==> src/rtl/vexp_pkg.sv <==
package vexp_pkg;

  typedef enum logic {
    ST_IDLE = 1'b0,
    ST_RUN  = 1'b1
  } vexp_state_e;

  // Number of elements an instruction expands to; code 0 means a single one.
  function automatic int unsigned elem_count(input int unsigned len_code);
    return (len_code == 0) ? 1 : len_code;
  endfunction

endpackage

==> src/rtl/vexp_cfg_table.sv <==
module vexp_cfg_table #(
  parameter int NREG  = 32,
  parameter int RW    = 5,
  parameter int LENW  = 4,
  parameter int MAXEL = 16
) (
  input  logic             clk,
  input  logic             rst_n,
  input  logic             wr_en,
  input  logic [RW-1:0]    wr_idx,
  input  logic             wr_vec,
  input  logic [LENW-1:0]  wr_len,
  input  logic [MAXEL-1:0] wr_mask,
  input  logic [RW-1:0]    rd_idx [3],
  output logic [2:0]       rd_vec,
  output logic [LENW-1:0]  dst_len,
  output logic [MAXEL-1:0] dst_mask
);

  logic [NREG-1:0]  vec_tab;
  logic [LENW-1:0]  len_tab  [NREG];
  logic [MAXEL-1:0] mask_tab [NREG];

  always_ff @(posedge clk) begin
    if (!rst_n) begin
      vec_tab <= '0;
      for (int r = 0; r < NREG; r++) begin
        len_tab[r]  <= '0;
        mask_tab[r] <= '1;
      end
    end else if (wr_en) begin
      vec_tab[wr_idx]  <= wr_vec;
      len_tab[wr_idx]  <= wr_len;
      mask_tab[wr_idx] <= wr_mask;
    end
  end

  // One vectorised-flag read port per operand slot (0 = destination).
  for (genvar g = 0; g < 3; g++) begin : g_vec_rd
    assign rd_vec[g] = vec_tab[rd_idx[g]];
  end

  assign dst_len  = len_tab[rd_idx[0]];
  assign dst_mask = mask_tab[rd_idx[0]];

endmodule

==> src/rtl/vexp_seq.sv <==
module vexp_seq
  import vexp_pkg::*;
#(
  parameter int RW    = 5,
  parameter int LENW  = 4,
  parameter int MAXEL = 16,
  parameter int OPW   = 7
) (
  input  logic             clk,
  input  logic             rst_n,
  input  logic             in_valid,
  output logic             in_ready,
  input  logic [OPW-1:0]   in_op,
  input  logic [RW-1:0]    in_base [3],
  input  logic [2:0]       lk_vec,
  input  logic [LENW-1:0]  lk_len,
  input  logic [MAXEL-1:0] lk_mask,
  input  logic             fifo_full,
  output logic             out_valid,
  output logic [OPW-1:0]   out_op,
  output logic [RW-1:0]    out_reg [3],
  output logic [LENW-1:0]  out_elem
);

  // Register number of one operand for a given element.
  function automatic logic [RW-1:0] elem_reg(input logic [RW-1:0] base,
                                             input logic vec,
                                             input logic [LENW-1:0] idx);
    logic [RW-1:0] step;
    step = vec ? RW'(idx) : '0;
    return base + step;
  endfunction

  vexp_state_e      state_q;
  logic [LENW-1:0]  idx_q;
  logic [LENW-1:0]  last_q;
  logic [MAXEL-1:0] mask_q;
  logic [OPW-1:0]   op_q;
  logic [RW-1:0]    base_q [3];
  logic [2:0]       vec_q;

  // Named internal events.
  logic busy, accept, elem_on, elem_skip, push_fire, advance, elem_last;

  assign busy      = (state_q == ST_RUN);
  assign in_ready  = !busy;
  assign accept    = in_valid && in_ready;
  assign elem_on   = mask_q[idx_q];
  assign elem_skip = busy && !elem_on;
  assign push_fire = busy && elem_on && !fifo_full;
  assign advance   = elem_skip || push_fire;
  assign elem_last = (idx_q == last_q);

  always_ff @(posedge clk) begin
    if (!rst_n) begin
      state_q <= ST_IDLE;
      idx_q   <= '0;
      last_q  <= '0;
      mask_q  <= '0;
      op_q    <= '0;
      vec_q   <= '0;
      for (int k = 0; k < 3; k++) base_q[k] <= '0;
    end else if (accept) begin
      state_q <= ST_RUN;
      idx_q   <= '0;
      last_q  <= LENW'(elem_count(int'(lk_len)) - 1);
      mask_q  <= lk_mask;
      op_q    <= in_op;
      vec_q   <= lk_vec;
      for (int k = 0; k < 3; k++) base_q[k] <= in_base[k];
    end else if (advance) begin
      if (elem_last) begin
        state_q <= ST_IDLE;
      end else begin
        idx_q <= idx_q + 1'b1;
      end
    end
  end

  for (genvar g = 0; g < 3; g++) begin : g_opnd
    assign out_reg[g] = elem_reg(base_q[g], vec_q[g], idx_q);
  end

  assign out_valid = busy && elem_on;
  assign out_op    = op_q;
  assign out_elem  = idx_q;

  // once an instruction is taken, the input is closed next cycle.
  p_ready_drop_r7: assert property (@(posedge clk) disable iff (!rst_n)
    accept |=> !in_ready);

  // a held-back micro-operation keeps its fields.
  p_hold_full_r6: assert property (@(posedge clk) disable iff (!rst_n)
    (out_valid && fifo_full) |=> (out_valid && $stable(out_elem) &&
      $stable(out_reg[0]) && $stable(out_reg[1]) && $stable(out_reg[2]) &&
      $stable(out_op)));

  // element index climbs by exactly one per advance.
  p_ascending_r4: assert property (@(posedge clk) disable iff (!rst_n)
    (advance && !elem_last) |=> (busy && out_elem == LENW'($past(out_elem) + 1'b1)));

  // a vectorised destination steps by one register per element, modulo the file.
  p_vec_step_r1: assert property (@(posedge clk) disable iff (!rst_n)
    (advance && !elem_last && vec_q[0]) |=> (out_reg[0] == RW'($past(out_reg[0]) + 1'b1)));

  // a scalar first source never moves within an instruction.
  p_scalar_hold_r2: assert property (@(posedge clk) disable iff (!rst_n)
    (advance && !elem_last && !vec_q[1]) |=> $stable(out_reg[1]));

endmodule

==> src/rtl/vexp_unit.sv <==
module vexp_unit #(
  parameter int NREG = 32,
  parameter int LENW = 4,
  parameter int OPW  = 7
) (
  input  logic                    clk,
  input  logic                    rst_n,
  input  logic                    cfg_we,
  input  logic [$clog2(NREG)-1:0] cfg_reg,
  input  logic                    cfg_vec,
  input  logic [LENW-1:0]         cfg_len,
  input  logic [(1<<LENW)-1:0]    cfg_mask,
  input  logic                    in_valid,
  output logic                    in_ready,
  input  logic [OPW-1:0]          in_op,
  input  logic [$clog2(NREG)-1:0] in_rd,
  input  logic [$clog2(NREG)-1:0] in_rs1,
  input  logic [$clog2(NREG)-1:0] in_rs2,
  output logic                    out_valid,
  input  logic                    fifo_full,
  output logic [OPW-1:0]          out_op,
  output logic [$clog2(NREG)-1:0] out_rd,
  output logic [$clog2(NREG)-1:0] out_rs1,
  output logic [$clog2(NREG)-1:0] out_rs2,
  output logic [LENW-1:0]         out_elem
);

  localparam int RW    = $clog2(NREG);
  localparam int MAXEL = 1 << LENW;

  logic [RW-1:0]    base_v [3];
  logic [RW-1:0]    oreg_v [3];
  logic [2:0]       lk_vec;
  logic [LENW-1:0]  lk_len;
  logic [MAXEL-1:0] lk_mask;

  assign base_v[0] = in_rd;
  assign base_v[1] = in_rs1;
  assign base_v[2] = in_rs2;

  vexp_cfg_table #(.NREG(NREG), .RW(RW), .LENW(LENW), .MAXEL(MAXEL)) u_cfg (
    .clk      (clk),
    .rst_n    (rst_n),
    .wr_en    (cfg_we),
    .wr_idx   (cfg_reg),
    .wr_vec   (cfg_vec),
    .wr_len   (cfg_len),
    .wr_mask  (cfg_mask),
    .rd_idx   (base_v),
    .rd_vec   (lk_vec),
    .dst_len  (lk_len),
    .dst_mask (lk_mask)
  );

  vexp_seq #(.RW(RW), .LENW(LENW), .MAXEL(MAXEL), .OPW(OPW)) u_seq (
    .clk       (clk),
    .rst_n     (rst_n),
    .in_valid  (in_valid),
    .in_ready  (in_ready),
    .in_op     (in_op),
    .in_base   (base_v),
    .lk_vec    (lk_vec),
    .lk_len    (lk_len),
    .lk_mask   (lk_mask),
    .fifo_full (fifo_full),
    .out_valid (out_valid),
    .out_op    (out_op),
    .out_reg   (oreg_v),
    .out_elem  (out_elem)
  );

  assign out_rd  = oreg_v[0];
  assign out_rs1 = oreg_v[1];
  assign out_rs2 = oreg_v[2];

endmodule

==> config.mk <==
export PLATFORM = sky130hd
export DESIGN_NAME = vexp_unit
export DESIGN_NICKNAME = d
export VERILOG_FILES = /design/src/rtl/vexp_pkg.sv /design/src/rtl/vexp_cfg_table.sv /design/src/rtl/vexp_seq.sv /design/src/rtl/vexp_unit.sv
export SDC_FILE = /design/constraint.sdc
export NUM_CORES = 1
export LEC_CHECK = 0
export BUFFER_PORTS_ARGS = -buffer_cell sky130_fd_sc_hd__buf_2
export CORE_UTILIZATION = 50
export CTS_CLUSTER_DIAMETER = 50
export DETAILED_ROUTE_END_ITERATION = 6
export PLACE_DENSITY = 0.66
export SYNTH_ARGS = -nofsm -noshare
export SYNTH_HDL_FRONTEND = slang
export SYNTH_SLANG_ARGS = --single-unit
export TNS_END_PERCENT = 30
==> constraint.sdc <==
create_clock -name clk -period 4.1 [get_ports clk]
set_clock_uncertainty 0.15 [all_clocks]
set_input_delay 0.41 -clock clk [delete_from_list [all_inputs] [get_ports clk]]
set_output_delay 0.41 -clock clk [all_outputs]
set_load 0.03 [all_outputs]
==> metrics, run 1 <==
count leader, synth=edfxtp_1; row cnt=94; RSZ-0062 raised after global routing=no; Crit Reg-Reg Startpoint=u_seq.out_elem[0]; Hold Path Origin=in_rs2[2]; Max IR drop VDD=0.000347 V; hold endpoint=u_seq.base_q[0][12]; EDFF count, synth=655; Worst Path Class, Setup=flop to primary output; FFs w/ async S/R, synth=0; post-synthesis sequential element count=722; Post-synth top cells=edfxtp_1 (655), or3_1 (482), clkbuf_1 (234), mux4_2 (224), nor3_1 (96); Worst Hold Path Cells=2; final setup vio count=0; Min-Delay Path Class=input port to flop; Vias=20.6k; PortBufs=80; Final min period=3.59 ns; first-pass GRT wire length=138 mm; mapped cell area=33200 um^2; PD cells=467 nW/um^2; slowest cell delay on critical path=0.60 ns; setup TNS=0 ns; CP Capture Type=primary output; layout cell share with drive strength beyond 1=0.257; global route overflow=0; synth warn=0; CTS H-tree lvls=3; crit path max fanout=8; dominant synthesized flop cell=edfxtp_1; initial core utilization=0.505; DR WL met2=45.5 mm; TritonCTS clock tree=built; Synth Net Count=2269; most frequent CP cell=mux4_2; synth top area cells=edfxtp_1 (59%), mux4_2 (15%), or3_1 (9.1%), dfxtp_1 (4.0%), clkbuf_1 (2.6%); WL met1=36.0 mm; Worst EP required=3.54 ns; Pleak=11.9 nW; Synth Area per Inst=15.1 um^2; DR vias/cell=6.60; overall routed net length=93.4 mm; Iteration-0 DRC Markers=2307; nets=2252; Worst-Skew Late Latency=0.64 ns; register area share after synthesis=0.632; clock root buffer master=clkbuf_16; die extent in x=260 um; CP arrival=3.03 ns; vias in the first global route=20.8k; worst slew pin tran=1.28 ns; fmax=279 MHz; final hold vios=0; status=finished clean; Detail Route Antenna Nets=0; max layer used=met5; GR Util All Layers=0.281; max-cap check violation count=0; GPL Wtd Cong=0.837; hold-fix buffers at CTS=13; TritonRoute pass-1 iters=5; CP max-delay cell=mux4_2; share of the synthesized area in the top cell type=0.592; Num CTS Buffers=83; CP Launch Type=flop; Ports=81; Clock Sink Count=722; r2r worst-path depth=6; post-synthesis cell type count=49; Post-CTS Setup Bufs=0; Core Region=65700 um^2; clock transition at the registers of the reported paths=0.06 ns; DP Wirelength=50.1 mm; Post-Synthesis Cells=2199; metal3 WL=8.57 mm; Slew headroom=0.145; Final Max Tran Viols=0; largest net degree at the start of global routing=148; Synth area leader=edfxtp_1; clock buffer depth=3; placed cells=2948; synth-to-layout area growth=12.3%; fin cells=3119; fin crit share=0.875; post_cts resized=0; Routed WL per cell=29.9 um; die height=260 um; worst r2r dst=u_seq.busy; crit-path cells=buf_4 > mux4_2 > mux4_2 > and2_1 > buf_2; initial antenna violation count=10; Worst R2R Setup Slack=1.06 ns; DRC errors left=0; Die ar.=67500 um^2
cell usage in the layout, fill, tap and decap left out, drive strengths merged, types with 24 or more instances in the layout:
cell / synthesis / final
o32ai: 24 / 24
nand2: 47 / 47
and2: 27 / 27
mux4: 229 / 229
or2: 38 / 38
o21ai: 36 / 36
inv: 55 / 65
dfxtp: 67 / 67
nor3: 96 / 96
edfxtp: 655 / 655
clkinv: 0 / 29
clkbuf: 234 / 105
or3: 482 / 482
buf: 35 / 154
nor2: 41 / 41
metal layers:
layer	vias to the layer above	track usage
met5	-	0
met3	210	0.0506
li1	8623	-
met4	16	0.110
met2	1117	0.458
met1	10600	0.377
through the flow:
step / hold WS [ns] / utilization / power [mW] / instance area [um^2] / worst slack [ns]
6_report: 0.0560 / 0.568 / 17.4 / 37300 / 0.513
5_1_grt: 0.0515 / 0.568 / 17.9 / 37300 / 0.428
4_1_cts: 0.0213 / 0.568 / 17.5 / 37300 / 0.494
3_5_place_dp: 0.278 / 0.524 / 10.2 / 34500 / 0.881
3_3_place_gp: 0.271 / 0.524 / 10.1 / 34500 / 0.867
2_1_floorplan: 0.260 / - / 9.59 / 33200 / 0.971
logic make-up (layout without fill, tap and decap cells):
| group | after synthesis | in the layout | synth area share |
|---|---|---|---|
| compound gates | 125 | 125 | 0.0259 |
| xor+xnor | 17 | 17 | 0.00448 |
| fa+ha+maj | 17 | 17 | 0.00708 |
| buf+inv | 324 | 377 | 0.0390 |
| flops | 722 | 722 | 0.632 |
| mux | 233 | 233 | 0.158 |
| other cells | 0 | 3 | 0 |
| simple gates | 761 | 761 | 0.134 |
how the worst max path moves through the flow:
stage	end	slack (ns)	cells after the start	startpoint
after floorplan	u_cfg.vec_tab[9]	0.97	4	cfg_reg[2]
after global placement	u_seq.last_q[2]	0.87	9	in_rd[0]
after detailed placement	u_seq.last_q[2]	0.88	9	in_rd[0]
after CTS	out_valid	0.49	5	u_seq.out_elem[0]
after global routing	out_valid	0.43	5	u_seq.out_elem[0]
final	out_valid	0.51	5	u_seq.out_elem[0]
power by group:
group	switching (mW)	internal [mW]	total [mW]
Sequential	0.134	8.43	8.56
Clock	3.10	4.27	7.38
Combinational	0.938	0.547	1.49
Total	4.17	13.2	17.4
flip-flops by register name (all words and copies together), names as in the netlist:
signal,count
u_seq.mask_q,16
u_seq.vec_q,3
u_seq.out_op,7
u_seq.busy,1
u_seq.last_q,4
u_cfg.vec_tab,32
u_cfg.mask_tab,512
u_seq.out_elem,4
u_seq.base_q,15
u_cfg.len_tab,128
critical path, delay by kind of cell (launching register included):
kind                   cells  cell delay, ns
DFF                        1            0.52
muxes                      2            1.19
buffers and inverters      2            0.47
and+or+nand+nor            1            0.20
area by class of cell:
cell class | instances | area [um^2]
antenna | 3 | 7.51
clock buffer | 105 | 2220
clock inverter | 50 | 507
fill | 5058 | 28400
inverter | 55 | 206
multi-input combinational | 1153 | 11100
sequential | 722 | 21000
tap | 864 | 1080
timing repair buffer | 167 | 1230
(Power assumes the default switching activity.)
==> inputs of run 2 (changes only) <==
--- a/config.mk
+++ b/config.mk
@@ -6,10 +6,12 @@
 export NUM_CORES = 1
 export LEC_CHECK = 0
 export BUFFER_PORTS_ARGS = -buffer_cell sky130_fd_sc_hd__buf_2
-export CORE_UTILIZATION = 50
+export CELL_PAD_IN_SITES_DETAIL_PLACEMENT = 2
+export CELL_PAD_IN_SITES_GLOBAL_PLACEMENT = 2
+export CORE_UTILIZATION = 47
 export CTS_CLUSTER_DIAMETER = 50
 export DETAILED_ROUTE_END_ITERATION = 6
-export PLACE_DENSITY = 0.66
+export PLACE_DENSITY_LB_ADDON = 0.25
 export SYNTH_ARGS = -nofsm -noshare
 export SYNTH_HDL_FRONTEND = slang
 export SYNTH_SLANG_ARGS = --single-unit
==> metrics, run 2 (same netlist as run 1, synthesis figures left out) <==
worst slew pin tran=1.28 ns (about the same); max-cap check violation count=0 (unchanged); DR vias/cell=6.71 (was 6.60); fmax=264 MHz (was 279 MHz); Worst Hold Path Cells=3 (was 2); DR WL met2=59.1 mm (was 45.5 mm); Setup crit start=u_seq.out_elem[0] (unchanged); metal3 WL=8.80 mm (was 8.57 mm); slowest cell delay on critical path=0.87 ns (was 0.60 ns); clock buffer depth=3 (unchanged); crit-path cells=buf_4 > and2_1 > ha_1 > inv_1 > fa_1 > inv_1 > a21o_1 > a21oi_1 > xnor2_1 > buf_2 (was buf_4 > mux4_2 > mux4_2 > and2_1 > buf_2); DP Wirelength=66.5 mm (was 50.1 mm); CP Capture Point=out_rs1[4] (was out_valid); Top reg by flops=u_cfg.mask_tab (unchanged); Vias=21.6k (was 20.6k); first-pass GRT wire length=171 mm (was 138 mm); overall routed net length=118 mm (was 93.4 mm); Min-Delay Path Class=input port to flop (unchanged); max FFs per register=512 (unchanged); global route overflow=0 (unchanged); vias in the first global route=23.4k (was 20.8k); Top Registers=u_cfg.mask_tab x512, u_cfg.len_tab x128, u_cfg.vec_tab x32 (unchanged); Worst-Skew Late Latency=0.64 ns (about the same); Worst Path Buf+Inv=4 (was 2); PD cells=485 nW/um^2 (was 467 nW/um^2); Worst EP required=3.54 ns (about the same); Routed WL per cell=36.6 um (was 29.9 um); hold-fix buffers at CTS=12 (was 13); Core Region=70000 um^2 (was 65700 um^2); post_cts resized=0 (unchanged); TritonRoute pass-1 iters=5 (unchanged); die extent in x=268 um (was 260 um); crit path max fanout=8 (unchanged); pre-CTS setup slack=0.810 ns (was 0.881 ns); Crit Reg-Reg Startpoint=u_seq.out_elem[0] (unchanged); initial core utilization=0.475 (was 0.505); Detail Route Antenna Nets=0 (unchanged); Final min period=3.79 ns (was 3.59 ns); worst r2r dst=u_seq.out_elem[0] (was u_seq.busy); layout cell share with drive strength beyond 1=0.266 (was 0.257); CP Capture Type=primary output (unchanged); status=finished clean (unchanged); final hold vios=0 (unchanged); Num CTS Buffers=90 (was 83); Worst Path Class, Setup=flop to primary output (unchanged); GR Util All Layers=0.335 (was 0.281); row cnt=97 (was 94); Iteration-0 DRC Markers=2307 (unchanged); final setup margin=0.314 ns (was 0.513 ns); CP max-delay cell=dfxtp_1 (was mux4_2); setup TNS=0 ns (unchanged); most common cell after layout, fill and taps aside=edfxtp_1 (unchanged); GPL Wtd Cong=0.786 (was 0.837); WL met1=44.4 mm (was 36.0 mm); Ports=81 (unchanged); PortBufs=80 (unchanged); clock transition at the registers of the reported paths=0.06 ns (about the same); most frequent CP cell=inv_1 (was mux4_2); r2r worst-path depth=5 (was 6); CTS H-tree lvls=3 (unchanged); Pleak=12.1 nW (was 11.9 nW); final setup vio count=0 (unchanged); initial antenna violation count=7 (was 10); Slew headroom=0.147 (was 0.145); Worst R2R Setup Slack=1.05 ns (was 1.06 ns); critical path's top delay family=flip-flops (was multiplexers); DRC errors left=0 (unchanged); Die ar.=71800 um^2 (was 67500 um^2); nets=2263 (was 2252); Critical Path Stages=10 (was 5); Max IR drop VDD=0.000532 V (was 0.000347 V); Post-CTS Setup Bufs=0 (unchanged); Final Max Tran Viols=0 (unchanged); CP Launch Type=flop (unchanged); commonest cells after routing, fill and taps aside=edfxtp_1 (655), or3_1 (481), mux4_2 (224) (unchanged); clock root buffer master=clkbuf_16 (unchanged); fin crit share=0.923 (was 0.875); CP arrival=3.23 ns (was 3.03 ns); TritonCTS clock tree=built (unchanged); largest net degree at the start of global routing=161 (was 148); max layer used=met5 (unchanged); Clock Sink Count=722 (unchanged); RSZ-0062 raised after global routing=no (unchanged); die height=268 um (was 260 um); synth-to-layout area growth=14.0% (was 12.3%)
## run 2: cell count changes in the layout (fill, tap and decap cells not counted), moves of 3 or more
cell,before,now
buf_4,65,62
inv_6,8,4
clkbuf_8,4,9
clkinv_2,9,14
buf_12,10,18
clkinv_1,14,7
clkbuf_16,84,97
## run 2: worst reg2reg max path: stages (launching register included)
cell and delay, ns:
dfxtp_1 0.87, mux4_2 0.66, mux4_2 0.62, a21oi_1 0.37
xnor2_1 0.18, nor2_1 0.06
## run 2: worst min-delay path by stage
stage / start / to
after floorplan: u_seq.mask_q[12] / u_seq.mask_q[12]
after global placement: u_seq.mask_q[9] / u_seq.mask_q[9]
after detailed placement: u_seq.mask_q[14] / u_seq.mask_q[14]
after CTS: in_valid / u_seq.busy
after global routing: in_valid / u_seq.busy
final: in_valid / u_seq.busy
## run 2: metal layers
layer  GRT usage  up-vias
met3      0.0541      283
met2       0.563     1145
met5           0        -
met4       0.152       10
li1            -     8639
met1       0.430    11500
## run 2: report_power, final
part           internal [mW]  switching [mW]
registers               8.43           0.186
logic                  0.561            1.03
clock network           4.87            3.29
## run 2: stage by stage
stage | cell area [um^2] | utilization | total power [mW] | hold slack, ns | std cells
floorplan | 33200 | - | 9.59 | 0.260 | 2199
global placement | 34700 | 0.496 | 10.2 | 0.275 | 3029
detailed placement | 34700 | 0.496 | 10.3 | 0.312 | 3029
CTS | 37900 | 0.541 | 18.5 | 0.0136 | 3210
global route | 37900 | 0.541 | 18.8 | 0.0591 | 3210
finish | 37900 | 0.541 | 18.4 | 0.0495 | 3212
## run 2: final cells by class
type                            instances  area (um^2)
Antenna cell                            2         5.00
Clock buffer                          123         2620
Clock inverter                         46          434
Fill cell                            6214        32200
Inverter                               55          206
Multi-Input combinational cell       1153        11100
Sequential cell                       722        21000
Tap cell                              940         1180
Timing Repair Buffer                  171         1360
